<file path="src/rtl/shutter_pkg.sv">
package shutter_pkg;
  // Strobes from control to datapath
  typedef struct packed {
    logic capture;  // record a new request as pending
    logic adopt;    // frame boundary: pending becomes active
  } shtStrobe_t;
endpackage

</file>
<file path="src/rtl/shutter_dp.sv">
module shutter_dp
  import shutter_pkg::*;
#(
  parameter int LINES     = 1024,
  parameter int MIN_LINES = 2,
  localparam int LW = $clog2(LINES + 1)
) (
  input  logic          clk,
  input  logic          rstN,
  input  shtStrobe_t    strb,
  input  logic [LW-1:0] reqLines,
  output logic [LW-1:0] targetIdx,
  output logic          shutterOff,
  output logic [LW-1:0] appliedLines,
  output logic          settingApplied
);
  localparam logic [LW-1:0] LINES_V = LW'(LINES);
  localparam logic [LW-1:0] MIN_V   = LW'(MIN_LINES);

  logic [LW-1:0] pendLines;
  logic [LW-1:0] activeLines;
  logic [LW-1:0] pendClamped;

  always_comb begin
    if (pendLines >= LINES_V)    pendClamped = LINES_V;
    else if (pendLines < MIN_V)  pendClamped = MIN_V;
    else                         pendClamped = pendLines;
  end

  always_ff @(posedge clk) begin
    if (!rstN) begin
      pendLines      <= LINES_V;
      activeLines    <= LINES_V;
      settingApplied <= 1'b1;
    end else begin
      if (strb.adopt)   activeLines <= pendClamped;
      if (strb.capture) pendLines   <= reqLines;
      if (strb.capture)    settingApplied <= 1'b0;
      else if (strb.adopt) settingApplied <= 1'b1;
    end
  end

  assign appliedLines = activeLines;
  assign shutterOff   = (activeLines == LINES_V);
  assign targetIdx    = LINES_V - activeLines;

  // status always within the clamp range
  assert_applied_range_R5: assert property (@(posedge clk) disable iff (!rstN)
    (appliedLines >= MIN_V) && (appliedLines <= LINES_V));

  // exposure in force changes only at a frame boundary
  assert_change_at_boundary_R6: assert property (@(posedge clk) disable iff (!rstN)
    !$past(strb.adopt) |-> $stable(appliedLines));

  // flag returns only after an adopting boundary
  assert_flag_rise_R7: assert property (@(posedge clk) disable iff (!rstN)
    $rose(settingApplied) |-> $past(strb.adopt));
endmodule

</file>
<file path="src/rtl/shutter_ctl.sv">
module shutter_ctl
  import shutter_pkg::*;
#(
  parameter int LINES     = 1024,
  parameter int GUARD_CYC = 50,
  parameter int WIDTH_CYC = 1250,
  parameter int WIN_W     = 12,
  localparam int LW = $clog2(LINES + 1)
) (
  input  logic             clk,
  input  logic             rstN,
  input  logic             reqValid,
  input  logic             frameXfer,
  input  logic             retraceStart,
  input  logic [WIN_W-1:0] winCycles,
  input  logic [WIN_W-1:0] nextWinCycles,
  input  logic [LW-1:0]    targetIdx,
  input  logic             shutterOff,
  output shtStrobe_t       strb,
  output logic             shutterEn
);
  localparam int SPAN  = GUARD_CYC + WIDTH_CYC;
  localparam int CMAX  = (GUARD_CYC > WIDTH_CYC) ? GUARD_CYC : WIDTH_CYC;
  localparam int CNT_W = $clog2(CMAX + 1);
  localparam logic [WIN_W:0] SPAN_V  = (WIN_W+1)'(SPAN);
  localparam logic [LW-1:0]  LINES_V = LW'(LINES);

  typedef enum logic [1:0] {ST_IDLE, ST_GUARD, ST_HIGH} shtState_t;

  shtState_t        state;
  logic [CNT_W-1:0] cnt;
  logic [LW-1:0]    lineIdx;
  logic             shotDone;
  logic             fitsCur, fitsNext, hitTarget, hitPrev, fire;

  always_comb begin
    strb.capture = reqValid;
    strb.adopt   = frameXfer;
  end

  assign fitsCur   = {1'b0, winCycles}     >= SPAN_V;
  assign fitsNext  = {1'b0, nextWinCycles} >= SPAN_V;
  assign hitTarget = (lineIdx == targetIdx);
  assign hitPrev   = (lineIdx == targetIdx - LW'(1));
  assign fire = retraceStart && !frameXfer && !shutterOff && !shotDone &&
                (state == ST_IDLE) && fitsCur &&
                (hitTarget || (hitPrev && !fitsNext));

  always_ff @(posedge clk) begin
    if (!rstN) begin
      lineIdx  <= '0;
      shotDone <= 1'b0;
    end else if (frameXfer) begin
      lineIdx  <= '0;
      shotDone <= 1'b0;
    end else begin
      if (retraceStart && lineIdx != LINES_V) lineIdx <= lineIdx + LW'(1);
      if (fire) shotDone <= 1'b1;
    end
  end

  always_ff @(posedge clk) begin
    if (!rstN) begin
      state <= ST_IDLE;
      cnt   <= '0;
    end else begin
      unique case (state)
        ST_IDLE: if (fire) begin
          state <= ST_GUARD;
          cnt   <= '0;
        end
        ST_GUARD: if (cnt == CNT_W'(GUARD_CYC - 1)) begin
          state <= ST_HIGH;
          cnt   <= '0;
        end else cnt <= cnt + CNT_W'(1);
        ST_HIGH: if (cnt == CNT_W'(WIDTH_CYC - 1)) begin
          state <= ST_IDLE;
          cnt   <= '0;
        end else cnt <= cnt + CNT_W'(1);
        default: state <= ST_IDLE;
      endcase
    end
  end

  assign shutterEn = (state == ST_HIGH);

  // ---- checker state for the assertions below ----
  localparam int HR_W = $clog2(WIDTH_CYC + 2);
  logic [WIN_W:0]   sinceRet;
  logic [WIN_W-1:0] winHeld;
  logic [HR_W-1:0]  highRun;
  logic [1:0]       risesInFrame;
  logic             prevEn;

  always_ff @(posedge clk) begin
    if (!rstN) begin
      sinceRet     <= '1;
      winHeld      <= '0;
      highRun      <= '0;
      risesInFrame <= '0;
      prevEn       <= 1'b0;
    end else begin
      if (retraceStart) begin
        sinceRet <= '0;
        winHeld  <= winCycles;
      end else if (sinceRet != '1) sinceRet <= sinceRet + 1'b1;
      highRun <= shutterEn ? highRun + HR_W'(1) : '0;
      prevEn  <= shutterEn;
      if (frameXfer) risesInFrame <= '0;
      else if (shutterEn && !prevEn && risesInFrame != 2'd3)
        risesInFrame <= risesInFrame + 2'd1;
    end
  end

  // pulse lies inside the current retrace window
  assert_pulse_in_window_R3: assert property (@(posedge clk) disable iff (!rstN)
    shutterEn |-> (sinceRet < {1'b0, winHeld}));

  // pulse is never truncated nor stretched
  assert_pulse_width_R3: assert property (@(posedge clk) disable iff (!rstN)
    $fell(shutterEn) |-> (highRun == HR_W'(WIDTH_CYC)));

  // one pulse per frame
  assert_one_pulse_R9: assert property (@(posedge clk) disable iff (!rstN)
    $rose(shutterEn) |-> (risesInFrame == 2'd0));

  // no pulse while the shutter is off
  assert_off_no_pulse_R4: assert property (@(posedge clk) disable iff (!rstN)
    shutterOff |-> !shutterEn);
endmodule

</file>
<file path="src/rtl/shutter_ctrl.sv">
module shutter_ctrl
  import shutter_pkg::*;
#(
  parameter int LINES     = 1024,
  parameter int MIN_LINES = 2,
  parameter int GUARD_CYC = 50,
  parameter int WIDTH_CYC = 1250,
  parameter int WIN_W     = 12,
  localparam int LW = $clog2(LINES + 1)
) (
  input  logic             clk,
  input  logic             rstN,
  input  logic             reqValid,
  input  logic [LW-1:0]    reqLines,
  input  logic             frameXfer,
  input  logic             retraceStart,
  input  logic [WIN_W-1:0] winCycles,
  input  logic [WIN_W-1:0] nextWinCycles,
  output logic             shutterEn,
  output logic [LW-1:0]    appliedLines,
  output logic             settingApplied
);
  shtStrobe_t    strb;
  logic [LW-1:0] targetIdx;
  logic          shutterOff;

  shutter_ctl #(
    .LINES(LINES), .GUARD_CYC(GUARD_CYC), .WIDTH_CYC(WIDTH_CYC), .WIN_W(WIN_W)
  ) i_ctl (
    .clk(clk), .rstN(rstN), .reqValid(reqValid), .frameXfer(frameXfer),
    .retraceStart(retraceStart), .winCycles(winCycles),
    .nextWinCycles(nextWinCycles), .targetIdx(targetIdx),
    .shutterOff(shutterOff), .strb(strb), .shutterEn(shutterEn)
  );

  shutter_dp #(.LINES(LINES), .MIN_LINES(MIN_LINES)) i_dp (
    .clk(clk), .rstN(rstN), .strb(strb), .reqLines(reqLines),
    .targetIdx(targetIdx), .shutterOff(shutterOff),
    .appliedLines(appliedLines), .settingApplied(settingApplied)
  );
endmodule

</file>
<file path="config.mk">
export PLATFORM = sky130hd
export DESIGN_NAME = shutter_ctrl
export DESIGN_NICKNAME = d
export VERILOG_FILES = /design/src/rtl/shutter_pkg.sv /design/src/rtl/shutter_dp.sv /design/src/rtl/shutter_ctl.sv /design/src/rtl/shutter_ctrl.sv
export SDC_FILE = /design/constraint.sdc
export NUM_CORES = 1
export LEC_CHECK = 0
export BUFFER_PORTS_ARGS = -buffer_cell sky130_fd_sc_hd__buf_2
export CAP_MARGIN = 20
export CORE_ASPECT_RATIO = 0.9
export CORE_MARGIN = 2
export CORE_UTILIZATION = 35
export DETAILED_ROUTE_END_ITERATION = 8
export HOLD_SLACK_MARGIN = 0.06
export SETUP_SLACK_MARGIN = 0.02
export SLEW_MARGIN = 20
export SYNTH_ARGS = -nofsm -noshare
export SYNTH_HDL_FRONTEND = slang
export SYNTH_SLANG_ARGS = --single-unit
</file>
<file path="constraint.sdc">
create_clock -name clk -period 5.38 [get_ports clk]
set_clock_uncertainty 0.1 [all_clocks]
set_input_delay 0.269 -clock clk [delete_from_list [all_inputs] [get_ports clk]]
set_output_delay 0.269 -clock clk [all_outputs]
set_load 0.02 [all_outputs]
</file>
==> qor.yml, run 1 <==
status:
  status: "completed"
synth:
  synthAdderAreaFrac_pct: 3.91
  ys_warn_count: 0
  synth_area_leaders: "dfxtp_1, mux2i_1, xor2_1, nor2_1, ha_1"
  synth-xor-area-share_pct: 8.12
  syn_inst: 385
  ys_ff_latch: 48
  yosys.area.top_type: "dfxtp_1"
  yosysSeqAreaShare_pct: 30.0
  synth_nets: 435
  yosys.area_share.simple_pct: 27.2
  synth-compound-area-share_pct: 19.6
  synth_top_family_by_area: "simple AND/OR/NAND/NOR gates"
  muxShareOfSynthArea_pct: 5.35
  avgSynthCellArea_um2: 8.32
  netlist.area_leader.share_pct: 30.0
  ys_async_sr_fraction_pct: 0
  syn_area_um2: 3200
  ys.flop_type: "dfxtp_1"
  ys_types: 60
  synth_edf_count: 0
clock_network:
  root_buffer: "clkbuf_8"
  cts_buffers: 5
  cts_hold_buf: 0
  cts.path.max_buffers: 2
  postCtsSetupRepairBufs: 0
  cts.sinks: 48
  htreeDepth: 2
  clk_pin_slew_worst_paths_ps: 100
  postCtsResizedCells: 0
  cts_tree: "yes"
  clk_latency_ps: 310
setup_path:
  crit_path_max_fanout: 13
  r2r_cells: 10
  cp_data_arrival_time_ps: 3840
  crit_type: "register to register"
  cp-end-kind: "register"
  cp-start-kind: "register"
  required_ps: 5490
cells_and_area:
  post-route-util_pct: 40.2
  area_growth_pct: 13.0
  num_antenna_cells: 0
  fillers: 964
  final_cell_mix: "dfxtp_1, buf_2, nor2_1"
  regArea_um2: 961
  drive_gt1_share_pct: 18.3
  nets: 469
  multi_input_area_um2: 2060
timing:
  hold_violations: 0
  relSlewSlack_pct: 60.9
  drv_slew: 0
  fmax_ghz: 0.268
  fin_crit_sh_pct: 69.4
  worstMarginPinSlew_ps: 581
  finalSetupViolations: 0
  rsz0062_at_grt: "no"
  fin_crit_ps: 3740
  worst_slack_ps: 1640
  tns_ps: 0
floorplan:
  start_util_pct: 35.6
  die_y_um: 94.8
  chipWidth_um: 105
  num_rows: 33
  core-area_um2: 9000
  io_pins: 53
  die-area_um2: 9930
pwr:
  leakage_nw: 1.54
  p_per_area_nw_per_um2: 221
  vdd_drop_max_mv: 0.0987
route:
  ant_nets: 0
  drt_iter0_drc: 135
  vias: 2938
  firstDrtPassIters: 4
  route.detailed.drc: 0
  totalWireLength_mm: 7.65
  drt-wirelength-per-cell_um: 14.1
  avgViaCountPerCell: 5.42
min_path:
  min_path_type: "input pin to register"
  hold_path_depth: 3
global_route:
  grt_use_total_pct: 15.7
  grt_max_degree: 29
  antenna_found_initial: 0
  grt_pass1_wl_mm: 12.8
  grt_pass1_vias: 2714
  grt-ovfl-total: 0
placement:
  numPortBuffers: 48
  gp_congestion: 0.798
  pre_cts_ws_ps: 1670
  dp.final_hpwl_mm: 5.76
flow_run:
  maxCapViolCount: 0
power breakdown:
part           internal, mW  total (mW)  switching [mW]
clock network         0.187       0.319           0.132
logic                0.0514       0.109          0.0572
registers             0.362       0.371         0.00871
total                 0.601       0.799           0.198
worst max-delay path, cell delays in order (launching register included):
cell       delay [ps]
dfxtp_1           590
inv_1             150
ha_1              370
or4b_4            500
a2bb2oi_1         200
o311a_1           320
or3_1             360
a21oi_1           180
and4_1            440
o22ai_1           160
a32o_2            280
metrics by stage:
stage / power, mW / std cells / hold slack (ps) / cell area [um^2]
after floorplan: 0.458 / 385 / 298 / 3200
after global placement: 0.487 / 534 / 365 / 3480
after detailed placement: 0.488 / 534 / 370 / 3480
after CTS: 0.808 / 542 / 80.6 / 3620
after global routing: 0.839 / 542 / 70.1 / 3620
final: 0.799 / 542 / 82.8 / 3620
path summary, 6_finish.rpt:
| path | slack (ps) | startpoint | end |
|---|---|---|---|
| min reg2reg | 400 | i_ctl.shotDone | i_ctl.shotDone |
| max | 1640 | i_dp.appliedLines[0] | i_ctl.cnt[3] |
| min | 80 | reqLines[10] | i_dp.pendLines[10] |
| max reg2reg | 1640 | i_dp.appliedLines[0] | i_ctl.cnt[3] |
layer usage:
| layer | vias up | part of all wire [%] | GRT usage [%] |
|---|---|---|---|
| li1 | 1481 | - | - |
| met4 | 0 | 0.84 | 4.00 |
| met2 | 59 | 45 | 25.7 |
| met1 | 1393 | 50 | 21.7 |
| met5 | - | 0 | 0 |
| met3 | 5 | 3.9 | 2.28 |
synthesized netlist by cell type (8+ instances only):
cell and number:
xor2_1 16, ha_1 10, nand2_1 30, inv_1 18, o21ai_0 16, dfxtp_1 48
nand2b_1 8, and3_1 10, nor2_1 35, xnor2_1 11, a32o_2 8, mux2i_1 16
nor4_1 14, o22ai_1 11, a21oi_1 22
kinds of logic (layout without fill, tap and decap cells):
family	count (synthesis)	in the layout
xor+xnor	28	28
compound gates	86	86
buf+inv	40	75
flops	48	48
simple gates	156	156
fa+ha+maj	10	10
mux	17	17
cell type report:
| type | count | share of cell area, % |
|---|---|---|
| Sequential cell | 48 | 26.6 |
| Multi-Input combinational cell | 297 | 56.8 |
| Inverter | 19 | 1.97 |
| Clock inverter | 3 | 1.90 |
| Tap cell | 122 | 4.22 |
| Timing Repair Buffer | 48 | 6.64 |
| Clock buffer | 5 | 1.90 |
state kept, by name, indices dropped and copies added, names as in the netlist:
name	flops
i_ctl.cnt	11
i_ctl.lineIdx	11
i_dp.appliedLines	11
i_dp.pendLines	11
i_ctl.state	2
i_ctl.shotDone	1
i_dp.settingApplied	1
Note: power is estimated with default switching activity, not from simulation.
==> inputs of run 2 (changes only) <==
--- a/config.mk
+++ b/config.mk
@@ -5,6 +5,7 @@
 export SDC_FILE = /design/constraint.sdc
 export NUM_CORES = 1
 export LEC_CHECK = 0
+export ABC_AREA = 1
 export BUFFER_PORTS_ARGS = -buffer_cell sky130_fd_sc_hd__buf_2
 export CAP_MARGIN = 20
 export CORE_ASPECT_RATIO = 0.9
==> constraint.sdc (replaced) <==
create_clock -name clk -period 3 [get_ports clk]
set_clock_uncertainty 0.1 [all_clocks]
set_input_delay 0.15 -clock clk [delete_from_list [all_inputs] [get_ports clk]]
set_output_delay 0.15 -clock clk [all_outputs]
set_load 0.02 [all_outputs]
==> run 2 against run 1 <==
  * Combinational power grew to 5.3 times the previous value
  * Cell count up 28%
  * Critical path type unchanged
  * Sequential cell count stayed put
  * Clock power grew 50%
  * Area after synthesis fell by 1.8%
==> qor.yml, run 2 <==
status:
  status: "completed"
clock_network:
  clk_latency_ps: 310
  clk_pin_slew_worst_paths_ps: 90
  cts.path.max_buffers: 2
  cts_tree: "yes"
  htreeDepth: 2
  cts.sinks: 48
  root_buffer: "clkbuf_8"
  postCtsSetupRepairBufs: 0
  cts_buffers: 5
synth:
  yosys.area.top_type: "dfxtp_1"
  ys_warn_count: 0
  synth_edf_count: 0
  synth_area_leaders: "dfxtp_1, nand2_1, nand3_1, inv_1, nor2_1"
  ys_async_sr_fraction_pct: 0
  netlist.area_leader.share_pct: 30.6
  ys.flop_type: "dfxtp_1"
  avgSynthCellArea_um2: 6.17
  yosys.cell_count.top_type: "nand2_1"
  synth_nets: 560
  yosysSeqAreaShare_pct: 30.6
  ys_ff_latch: 48
  synthTopCellsByCount: "nand2_1, inv_1, nand3_1"
  ys_types: 33
  syn_area_um2: 3140
  syn_inst: 510
cells_and_area:
  fin_cells: 693
  final_cell_mix: "nand2_1, inv_1, nand3_1"
  nets: 623
  multi_input_area_um2: 1930
  post-route-util_pct: 44.0
  fillers: 940
  layout_commonest_cell: "nand2_1"
  area_growth_pct: 21.0
  num_antenna_cells: 0
  drive_gt1_share_pct: 14.6
  regArea_um2: 962
pwr:
  vdd_drop_max_mv: 0.224
  leakage_nw: 1.85
  p_per_area_nw_per_um2: 474
placement:
  dp.final_hpwl_mm: 6.34
  pre_cts_ws_ps: 156
  place_inst: 670
  numPortBuffers: 48
  gp_congestion: 0.895
global_route:
  antenna_found_initial: 0
  grt_pass1_wl_mm: 13.8
  grt_use_total_pct: 17.3
  grt_max_degree: 27
  grt_pass1_vias: 3040
  grt-ovfl-total: 0
min_path:
  hold_path_depth: 3
  min_path_type: "input pin to register"
  whs_endpoint: "i_ctl.lineIdx[1]"
  hp-start: "retraceStart"
timing:
  worst_slack_ps: 293
  relSlewSlack_pct: 57.0
  fin_crit_ps: 2710
  rsz0062_at_grt: "no"
  hold_violations: 0
  tns_ps: 0
  worstMarginPinSlew_ps: 644
  finalSetupViolations: 0
  drv_slew: 0
  fmax_ghz: 0.369
  fin_crit_sh_pct: 90.2
route:
  ant_nets: 0
  firstDrtPassIters: 5
  route.detailed.drc: 0
  avgViaCountPerCell: 4.89
  vias: 3392
  drt_iter0_drc: 226
  totalWireLength_mm: 8.44
  drt-wirelength-per-cell_um: 12.2
setup_path:
  cp-start-kind: "register"
  r2r-end: "i_ctl.state[1]"
  required_ps: 3140
  cp-end-kind: "register"
  r2r_cells: 18
  crit_type: "register to register"
  r2r-start: "i_dp.appliedLines[0]"
  crit_path_max_fanout: 11
  cp_data_arrival_time_ps: 2850
  r2r_setup_slack_ps: 290
floorplan:
  start_util_pct: 36.4
  core-area_um2: 8650
  die_y_um: 93.9
  die-area_um2: 9760
  chipWidth_um: 104
  io_pins: 53
  num_rows: 32
flow_run:
  maxCapViolCount: 0
run 2: cell types whose count changed after synthesis, moves of 9 or more:
cell	delta
mux2i_1	-16
inv_1	+48
nor2_1	+18
xor2_1	-16
nor4_1	-9
xnor2_1	-10
and3_1	-10
nand2_1	+110
nand3_1	+47
o21ai_0	+16
run 2: worst max-delay path by stage:
stage                              start        endpoint  slack, ps  cells after the start
finish              i_dp.appliedLines[0]  i_ctl.state[1]        290                     18
global route        i_dp.appliedLines[0]  i_ctl.state[1]         40                     18
CTS                 i_dp.appliedLines[1]  i_ctl.state[1]        130                     18
detailed placement  i_dp.appliedLines[1]  i_ctl.state[1]        160                     18
global placement    i_dp.appliedLines[1]  i_ctl.state[1]        200                     18
floorplan           i_dp.appliedLines[0]   i_ctl.cnt[10]        380                     18
run 2: critical path, stage by stage, from the launching register on:
cell and delay, ps:
dfxtp_1 350, inv_2 110, ha_1 330, or2_2 310, nor2_4 170, nand3_2 130, nor2_4 160, nor2_1 60
nor2_1 90, nand2_1 50, nor2_1 90, nand2_1 80, nand2_2 90, nand2_4 90, nand2_8 130, nand2_1 90
nand2_1 70, nand2_1 40, nor2_1 90
run 2: logic make-up after synthesis:
family,after synthesis,synth area share (%)
AO/OA/AOI/OAI,77,13.0
XOR/XNOR,2,1.03
adder cells (fa/ha/maj),10,3.98
buffers and inverters,78,9.83
flip-flops,48,30.6
AND/OR/NAND/NOR,295,41.6
run 2: metal layers:
metal / GRT usage (%) / wire length (um)
met1: 24.0 / 4280
met2: 28.6 / 3720
met3: 2.64 / 384
met4: 3.72 / 52
met5: 0 / 0
run 2: per-stage QoR:
stage	hold slack (ps)	cell area (um^2)	total power, mW
global placement	253	3500	1.28
CTS	149	3750	1.79
floorplan	169	3140	1.19
detailed placement	259	3500	1.29
global route	200	3800	1.95
finish	161	3800	1.80
run 2: timing repair:
item / in CTS / in global routing
endpoints found under the setup margin: 0 / 13
endpoints found under the hold margin: 11 / 0
hold buffers: 14 / 0
resized for setup: 0 / 9
run 2: final cells by class:
type / count / share of cell area (%)
well taps: 119 / 3.91
repair buffers: 64 / 10.4
flip-flops and latches: 48 / 25.3
multi-input cells: 385 / 50.7
clock inverters: 3 / 1.12
inverters: 69 / 6.81
clock buffers: 5 / 1.81
run 2: power by group:
group,switching (mW),leakage [nW],internal (mW),total [mW]
combinational,0.359,1.41,0.218,0.577
sequential,0.0518,0.393,0.696,0.747
clock,0.230,0.0541,0.247,0.477
